## config.mk

```make
export PLATFORM = sky130hd
export DESIGN_NAME = irq_vec_collector
export DESIGN_NICKNAME = d
export VERILOG_FILES = /design/src/rtl/ivc_pkg.sv /design/src/rtl/ivc_arbiter.sv /design/src/rtl/ivc_ctrlreg.sv /design/src/rtl/ivc_service.sv /design/src/rtl/irq_vec_collector.sv
export SDC_FILE = /design/constraint.sdc
export NUM_CORES = 2
export LEC_CHECK = 0
export BUFFER_PORTS_ARGS = -buffer_cell sky130_fd_sc_hd__buf_2
export CORE_MARGIN = 4
export CORE_UTILIZATION = 49
export DETAILED_ROUTE_END_ITERATION = 7
export PLACE_DENSITY_LB_ADDON = 0.05
export SYNTH_ARGS = -nofsm -noshare
export SYNTH_HDL_FRONTEND = slang
export SYNTH_SLANG_ARGS = --single-unit
```

## constraint.sdc

```tcl
create_clock -name clk -period 213.3 [get_ports clk]
set_input_delay 10.665 -clock clk [delete_from_list [all_inputs] [get_ports clk]]
set_output_delay 10.665 -clock clk [all_outputs]
set_load 0.01 [all_outputs]
```

## src/rtl/ivc_pkg.sv

```systemverilog
package ivc_pkg;
  localparam int DATA_W = 32;

  localparam logic [2:0] RA_CTRL = 3'd0;
  localparam logic [2:0] RA_BASE = 3'd1;
  localparam logic [2:0] RA_VEC  = 3'd2;
  localparam logic [2:0] RA_CFG  = 3'd3;
  localparam logic [2:0] RA_ACK  = 3'd4;

  typedef enum logic {S_WAIT = 1'b0, S_PEND = 1'b1} svc_state_e;

  // spacing in bytes: two low codes share the single-word spacing
  function automatic logic [4:0] spacing_bytes(input logic [2:0] code);
    return (code < 3'd2) ? 5'd4 : {code, 2'b00};
  endfunction

  function automatic logic [DATA_W-1:0] vector_of(input logic [DATA_W-1:0] base,
                                                  input logic [DATA_W-1:0] num,
                                                  input logic [2:0] code);
    return base + num * DATA_W'(spacing_bytes(code));
  endfunction
endpackage

```

## src/rtl/ivc_arbiter.sv

```systemverilog
module ivc_arbiter #(
  parameter int N_REQ = 128,
  parameter int LVL_W = 2,
  localparam int IDX_W = $clog2(N_REQ)
) (
  input  logic [N_REQ-1:0] pend,
  input  logic [LVL_W-1:0] prio [N_REQ],
  output logic             win_vld,
  output logic [IDX_W-1:0] win_num,
  output logic [LVL_W-1:0] win_lvl
);
  // scan from the top index down; ">=" lets lower indices take ties
  always_comb begin
    win_vld = 1'b0;
    win_num = '0;
    win_lvl = '0;
    for (int i = N_REQ - 1; i >= 0; i--) begin
      if (pend[i] && (!win_vld || prio[i] >= win_lvl)) begin
        win_vld = 1'b1;
        win_num = IDX_W'(i);
        win_lvl = prio[i];
      end
    end
  end
endmodule

```

## src/rtl/ivc_ctrlreg.sv

```systemverilog
module ivc_ctrlreg
  import ivc_pkg::*;
#(
  parameter int GATE_DLY = 4,
  localparam int CNT_W = $clog2(GATE_DLY) + 1
) (
  input  logic              clk,
  input  logic              rst_n,
  input  logic              wr_en,
  input  logic [DATA_W-1:0] wdata,
  output logic              srst,
  output logic              gate,
  output logic [2:0]        pitch,
  output logic              bypass,
  output logic              no_nest,
  output logic              rd_mark
);
  logic [CNT_W-1:0] dly_q;

  always_ff @(posedge clk or negedge rst_n) begin
    if (!rst_n) begin
      srst    <= 1'b0;
      gate    <= 1'b0;
      pitch   <= '0;
      bypass  <= 1'b0;
      no_nest <= 1'b0;
      rd_mark <= 1'b0;
      dly_q   <= '0;
    end else begin
      if (wr_en) begin
        srst    <= wdata[0];
        gate    <= wdata[1];
        pitch   <= wdata[6:4];
        bypass  <= wdata[8];
        no_nest <= wdata[9];
        rd_mark <= wdata[10];
      end
      // count edges spent in an effective soft reset, then gate
      if (srst && !gate) begin
        dly_q <= dly_q + 1'b1;
        if (dly_q == CNT_W'(GATE_DLY - 1)) gate <= 1'b1;
      end else begin
        dly_q <= '0;
      end
    end
  end
endmodule

```

## src/rtl/ivc_service.sv

```systemverilog
module ivc_service
  import ivc_pkg::*;
#(
  parameter int IDX_W = 7,
  parameter int LVL_W = 2,
  localparam int LVLS = 1 << LVL_W
) (
  input  logic              clk,
  input  logic              rst_n,
  input  logic              clr,
  input  logic              run,
  input  logic              bypass,
  input  logic              no_nest,
  input  logic              win_vld,
  input  logic [IDX_W-1:0]  win_num,
  input  logic [LVL_W-1:0]  win_lvl,
  input  logic [DATA_W-1:0] base,
  input  logic [2:0]        pitch,
  input  logic              mark_req,
  input  logic              ack_req,
  input  logic [LVL_W-1:0]  ack_lvl,
  output logic              irq,
  output logic [DATA_W-1:0] vec,
  output logic [LVLS-1:0]   isv,
  output logic              take,
  output logic              mark_fire,
  output logic              ack_fire
);
  svc_state_e       state_q;
  logic [LVL_W-1:0] hold_lvl_q;
  logic [LVLS-1:0]  isv_nx;
  logic             blocked;

  always_comb begin
    blocked = 1'b0;
    for (int l = 0; l < LVLS; l++) begin
      if (isv[l] && l >= int'(win_lvl)) blocked = 1'b1;
    end
  end

  assign take      = run && !bypass && state_q == S_WAIT && win_vld && !blocked
                     && (!no_nest || isv == '0);
  assign mark_fire = run && !bypass && state_q == S_PEND && mark_req;
  assign ack_fire  = run && ack_req;
  assign irq       = state_q == S_PEND && !bypass;

  always_comb begin
    isv_nx = isv;
    if (ack_fire)  isv_nx[ack_lvl]    = 1'b0;
    if (mark_fire) isv_nx[hold_lvl_q] = 1'b1;
  end

  always_ff @(posedge clk or negedge rst_n) begin
    if (!rst_n) begin
      state_q    <= S_WAIT;
      hold_lvl_q <= '0;
      vec        <= '0;
      isv        <= '0;
    end else if (clr) begin
      state_q    <= S_WAIT;
      hold_lvl_q <= '0;
      vec        <= '0;
      isv        <= '0;
    end else if (run) begin
      isv <= isv_nx;
      if (bypass) begin
        state_q <= S_WAIT;
        vec     <= vector_of(base, DATA_W'(win_num), pitch);
      end else if (take) begin
        state_q    <= S_PEND;
        hold_lvl_q <= win_lvl;
        vec        <= vector_of(base, DATA_W'(win_num), pitch);
      end else if (mark_fire) begin
        state_q <= S_WAIT;
      end
    end
  end
endmodule

```

## src/rtl/irq_vec_collector.sv

```systemverilog
module irq_vec_collector
  import ivc_pkg::*;
#(
  parameter int N_REQ = 128,
  parameter int LVL_W = 2
) (
  input  logic              clk,
  input  logic              rst_n,
  input  logic [N_REQ-1:0]  irq_req,
  input  logic              reg_wr,
  input  logic              reg_rd,
  input  logic [2:0]        reg_addr,
  input  logic [DATA_W-1:0] reg_wdata,
  output logic [DATA_W-1:0] reg_rdata,
  output logic              irq_o
);
  localparam int IDX_W = $clog2(N_REQ);
  localparam int LVLS  = 1 << LVL_W;

  logic srst_w, gate_w, bypass_w, no_nest_w, rd_mark_w, clr_w, run_w;
  logic [2:0] pitch_w;
  logic [DATA_W-1:0] base_q, vec_w;
  logic [N_REQ-1:0]  en_q;
  logic [LVL_W-1:0]  prio_q [N_REQ];
  logic [IDX_W-1:0]  cfg_idx_q, cfg_sel;
  logic              win_vld_w, take_w, mark_fire_w, ack_fire_w, mark_req_w, ack_req_w;
  logic [IDX_W-1:0]  win_num_w;
  logic [LVL_W-1:0]  win_lvl_w, ack_lvl_w;
  logic [LVLS-1:0]   isv_w;

  assign clr_w   = srst_w && !gate_w;
  assign run_w   = !gate_w;
  assign cfg_sel = reg_wdata[IDX_W-1:0];
  assign ack_lvl_w  = reg_wdata[LVL_W-1:0];
  assign ack_req_w  = reg_wr && reg_addr == RA_ACK;
  assign mark_req_w = reg_addr == RA_VEC && (rd_mark_w ? reg_rd : reg_wr);

  ivc_ctrlreg #(.GATE_DLY(4)) u_ctrl (
    .clk(clk), .rst_n(rst_n), .wr_en(reg_wr && reg_addr == RA_CTRL),
    .wdata(reg_wdata), .srst(srst_w), .gate(gate_w), .pitch(pitch_w),
    .bypass(bypass_w), .no_nest(no_nest_w), .rd_mark(rd_mark_w)
  );

  always_ff @(posedge clk or negedge rst_n) begin
    if (!rst_n) begin
      base_q    <= '0;
      en_q      <= '0;
      cfg_idx_q <= '0;
      for (int i = 0; i < N_REQ; i++) prio_q[i] <= '0;
    end else if (clr_w) begin
      base_q    <= '0;
      en_q      <= '0;
      cfg_idx_q <= '0;
      for (int i = 0; i < N_REQ; i++) prio_q[i] <= '0;
    end else if (run_w && reg_wr) begin
      if (reg_addr == RA_BASE) base_q <= reg_wdata;
      if (reg_addr == RA_CFG) begin
        en_q[cfg_sel]   <= reg_wdata[8];
        prio_q[cfg_sel] <= reg_wdata[12 +: LVL_W];
        cfg_idx_q       <= cfg_sel;
      end
    end
  end

  ivc_arbiter #(.N_REQ(N_REQ), .LVL_W(LVL_W)) u_arb (
    .pend(irq_req & en_q), .prio(prio_q),
    .win_vld(win_vld_w), .win_num(win_num_w), .win_lvl(win_lvl_w)
  );

  ivc_service #(.IDX_W(IDX_W), .LVL_W(LVL_W)) u_svc (
    .clk(clk), .rst_n(rst_n), .clr(clr_w), .run(run_w), .bypass(bypass_w),
    .no_nest(no_nest_w), .win_vld(win_vld_w), .win_num(win_num_w),
    .win_lvl(win_lvl_w), .base(base_q), .pitch(pitch_w),
    .mark_req(mark_req_w), .ack_req(ack_req_w), .ack_lvl(ack_lvl_w),
    .irq(irq_o), .vec(vec_w), .isv(isv_w), .take(take_w),
    .mark_fire(mark_fire_w), .ack_fire(ack_fire_w)
  );

  always_comb begin
    reg_rdata = '0;
    case (reg_addr)
      RA_CTRL: begin
        reg_rdata[0]   = srst_w;
        reg_rdata[1]   = gate_w;
        reg_rdata[6:4] = pitch_w;
        reg_rdata[8]   = bypass_w;
        reg_rdata[9]   = no_nest_w;
        reg_rdata[10]  = rd_mark_w;
      end
      RA_BASE: reg_rdata = base_q;
      RA_VEC:  reg_rdata = vec_w;
      RA_CFG: begin
        reg_rdata[IDX_W-1:0]   = cfg_idx_q;
        reg_rdata[8]           = en_q[cfg_idx_q];
        reg_rdata[12 +: LVL_W] = prio_q[cfg_idx_q];
      end
      RA_ACK:  reg_rdata[LVLS-1:0] = isv_w;
      default: reg_rdata = '0;
    endcase
  end
endmodule

```

* Word level (Yosys, flattened, before mapping)
Index checks and enable logic that the tools add are counted.
W data, S select, Z words.
** Word-level totals
- Register bits after elaboration :: 473
- Input bits :: 167
- Output and inout bits :: 33
- Logic and storage cells :: 1167
** Cells by class
- $add $sub $neg :: 2
- $mul :: 1
- Magnitude comparators :: 141
- Equal/unequal tests :: 7
- Multiplexer cells :: 447
- Bitwise gates (word level) :: 7
- Reductions and logical operators :: 420
** Operator list (count)
- $mux W7 :: 131
- $mux W256 :: 3
- $mux W128 :: 3
- $mux W2 :: 135
- $bwmux W256 :: 1
- $ge A2 B2 Y1 :: 127
- $mux W32 :: 7
- $logic_and A1 B1 Y1 :: 148
- $mux W1 :: 145
- $logic_not A1 Y1 :: 131
- $and A128 B128 Y128 :: 1
- $bwmux W128 :: 1
- $logic_or A1 B1 Y1 :: 128
- $pmux W18 S2 :: 1
- $add A32 B12 Y32 :: 1
- $ge A8 B8 Y1 const B :: 2
- $lt A7 B8 Y1 const B :: 2
- $mux W4 :: 4
- $not A7 Y8 :: 2
- $bmux W2 S7 :: 1
- $demux W2 S7 :: 1
- $mul A7 B5 Y12 :: 1
- $pmux W2 S3 :: 2
- $pmux W3 S4 :: 1
- other kinds (32) :: 46

* Longest topological paths before layout
- Depth after elaboration :: 523
- Depth in mapped cells :: 878
- Depth with buffers taken out :: 876

* Hierarchy
A second synthesis with hierarchy kept.
** Unflattened totals
- Cell total of the unflattened synthesis :: 4125
- Area, all modules :: 36856.6 sq um
** By module, submodules not included
- irq_vec_collector :: instances 1, cells an instance 1794, area an instance 21022.7 sq um, seq. area each 10585.2 sq um
- ivc_arbiter :: instances 1, cells an instance 1968, area an instance 12301.8 sq um, seq. area each 0.0 sq um
- ivc_service :: instances 1, cells an instance 333, area an instance 3071.7 sq um, seq. area each 975.9 sq um
- ivc_ctrlreg :: instances 1, cells an instance 30, area an instance 460.4 sq um, seq. area each 275.3 sq um

* Worst setup path before layout
No wires, ideal clock.
- Kind :: input port to flip-flop
- Start :: input port irq_req[127]
- End :: register u_svc.vec[29]
- Library setup time :: 125 ps
- Data arrival time :: 163919 ps
- Required time :: 213175 ps
- Slack :: 49256 ps
- Stages on the path :: 837
- Path buffers :: 2
- Cells stage by stage :: and3_1 -> ha_1 -> or3b_2 -> a21oi_1 -> a2bb2oi_1 -> inv_1 -> ha_1 -> nand2b_1 -> a211oi_1 -> or2_1 -> a21oi_1 -> ha_1 -> nand2b_1 -> a211oi_1 -> nor2_1 -> a211oi_1 -> a21oi_1 -> ha_1 -> [801 not listed] -> fa_1 -> ha_1 -> ha_1 -> a21o_1 -> a21o_1 -> a21oi_1 -> o21bai_1 -> a21oi_1 -> o21bai_1 -> a21oi_1 -> nor2b_1 -> and3_1 -> nand4_1 -> nor2_1 -> nand3_1 -> xor2_1 -> nor2_1 -> mux2_4
** RTL lines
- start: declaration :: RTL line irq_vec_collector.sv:9 : input logic [N_REQ-1:0] irq_req,
- end signal: assignment :: RTL line ivc_service.sv:68 : vec <= vector_of(base, DATA_W'(win_num), pitch);
- end signal: assignment :: RTL line ivc_service.sv:72 : vec <= vector_of(base, DATA_W'(win_num), pitch);
- end: declaration :: RTL line ivc_service.sv:23 : output logic [DATA_W-1:0] vec,

==> metrics <==
Peak supply drop 0.00603 mV; slack of the critical path 25.55 ns; gp weighted congestion 0.963; core region area 77600 µm²; CTS max path bufs 3; DIE HEIGHT 288 µm; share of cells above drive strength 1 13.4%; Crit Path Category primary input to flop; Required @ worst endpoint 213.83 ns; skew final 0.0206 ns; critical path arrival 188.28 ns; Overflow after GRT 0; Worst path max stage delay 0.73 ns; slowest cell on the critical path nor4_1; outcome finished clean; post-synthesis sequential area ratio 30.8%; Final Cycle Share 88.0%; root buf cell clkbuf_16; hold violation count in the final report 0; DRT iter0 DRCs 3661; DIE AREA 83000 µm²; H-tree levels 2; cts bufs inserted 58; final WL 136000 µm; area of the mapped netlist 38400 µm²; pre-CTS setup slack 27.53 ns; Hold Crit Class flop to flop; Post CTS Setup Buffer Count 0; buffers added on ports 199; die width 288 µm; cell taking the most area after synthesis dfrtp_1; post-cts gate resize count 0; Setup TNS Final 0 ns; drc violations 0; Reg clk slew, reported paths 0.06 ns; Final Power 0.239 mW; Final Max Tran Viols 0; area delta synth->final 9.71%; Placement Cell Area 40100 µm²; Syn Area/Cell 8.02 µm²; CTS tree built; crit path capture type flop; Layout Cells excl Fill 5929; critical path fanouts, max 8; worst skew pair latency 0.66 ns; top post-synthesis cells by area dfrtp_1, nand2_1, mux4_2; Leak Pwr 17.5 nW; Sink Count 473; total track usage 32.1%; initial antenna violation count 14; routed len/inst 22.9 µm; Gate Count Post-Synth 4794; Synth cell types 120; max_slew headroom 16.1%; largest net degree at the start of global routing 102; Final ANT Viol Nets 0; Post-synth ARST share 100%; Max-Cap Viols 0; vias in the first global route 35700; CP startpoint kind primary input; drt pass-1 iters 6; post-synthesis net count 5132; vias per cell 6.31; hpwl dp 97900 µm; YS warnings 0; Fin Hold WS 0.440 ns; post-layout util 54.3%; post-synth top area share 30.8%; site row count 102; IO Pins 200; via count 37400; global-route wire length before repair 210000 µm; # nets final 5171; RSZ-0062 raised after global routing no; final instance area 42200 µm²; Synth Register Bits 473; hold buffer count at CTS 0; worst slew pin tran 1.26 ns; EDFF count, synth 0; Highest Clock Rate 5.33 MHz; min Tclk post-route 187.75 ns; Power Density 5.66 nW/µm²; final setup violation count 0; placed cells 5813; Initial Util 49.5%; Synth Flop Type dfrtp_1; CP most frequent cell ha_1
==> synth_stat cells (all sizes together), types with 10 or more instances <==
master,instances
o211ai,42
clkbuf,244
nand3,279
a211oi,31
maj3,34
a31o,10
dfrtp,473
nor4,18
o21a,21
or2,23
ha,158
a311oi,10
nor3b,10
a32oi,13
o21bai,22
a21oi,591
o2111ai,13
buf,22
a21boi,18
nand3b,10
a22o,23
mux2,64
mux2i,26
nand4,42
o31ai,17
nand2,842
nand2b,120
mux4,131
or3,22
xor2,10
and3,54
nor2,320
o21ai,386
and2,80
o22ai,14
inv,212
a22oi,30
a21o,31
nor3,66
nor2b,54
fa,13
a31oi,48
xnor2,11
==> state kept, by name, summed over array words and instances (netlist names), 3 cells and up <==
name / flops
prio_q: 256
en_q: 128
base_q: 32
u_svc.vec: 32
cfg_idx_q: 7
u_svc.isv: 4
u_ctrl.dly_q: 3
u_ctrl.pitch: 3
==> layer usage <==
metal,up-vias,routed length (µm),track usage [%],share of wire (%)
met5,-,85,0,0.063
met1,18200,57300,43.7,42
met4,14,6110,13.2,4.5
li1,17400,-,-,-
met2,1466,61200,50.8,45
met3,277,10800,5.53,8.0
==> worst max-delay path, delay by kind of cell <==
kind            cells  cell delay [ns]
compound gates    343            73.03
simple gates      322            53.12
fa+ha+maj         178            50.50
mux                36            13.02
buf+inv            32             2.81
xor+xnor            1             0.17
==> area by class of cell <==
cell class	count	area (µm²)
fill	7593	35400
multi-input combinational	3843	24800
sequential	473	11800
clock buffer	82	1720
timing repair buffer	245	1360
tap	1040	1300
inverter	212	796
clock inverter	25	312
antenna	9	22.5
==> placed cells by master (no fill, tap or decap), drive strengths merged, types with 21 or more instances in the layout <==
master,synthesis,layout
nand2,842,842
a21oi,591,591
dfrtp,473,473
o21ai,386,386
nor2,320,320
nand3,279,279
buf,22,245
inv,212,212
ha,158,158
mux4,131,131
nand2b,120,120
clkbuf,244,82
and2,80,80
nor3,66,66
mux2,64,64
and3,54,54
nor2b,54,54
a31oi,48,48
o211ai,42,42
nand4,42,42
maj3,34,34
a21o,31,31
a211oi,31,31
a22oi,30,30
mux2i,26,26
a22o,23,23
or2,23,23
o21bai,22,22
or3,22,22
o21a,21,21
==> cells by family (layout without fill, tap and decap cells) <==
| family | Yosys count | after routing | synth area share (%) |
|---|---|---|---|
| other | 0 | 9 | 0 |
| buffers and inverters | 478 | 564 | 4.83 |
| DFF | 473 | 473 | 30.8 |
| AOI/OAI and AO/OA | 1427 | 1427 | 22.6 |
| adders and majority gates | 205 | 205 | 6.71 |
| xor gates and xnor gates | 21 | 21 | 0.479 |
| muxes | 221 | 221 | 10.5 |
| and+or+nand+nor | 1969 | 1969 | 24.1 |
==> where the power goes <==
part	internal, mW	switching, mW	total [mW]
combinational	0.0116	0.0251	0.0366
sequential	0.0925	0.00394	0.0964
clock	0.0632	0.0425	0.106
total	0.167	0.0715	0.239
==> worst paths after layout <==
| kind | from | to | slack (ns) | depth (start not counted) |
|---|---|---|---|---|
| setup reg to reg | en_q[127] | u_svc.vec[31] | 35.21 | 838 |
| max in group asynchronous | rst_n | en_q[110] | 201.08 | 3 |
| min in group asynchronous | rst_n | en_q[7] | 10.03 | 1 |
| hold reg to reg | u_ctrl.dly_q[0] | u_ctrl.dly_q[0] | 0.44 | 1 |
| hold / removal | u_ctrl.dly_q[0] | u_ctrl.dly_q[0] | 0.44 | 1 |
| setup / recovery | irq_req[127] | u_svc.vec[31] | 25.55 | 912 |
Power figures use the tool's default switching activity.
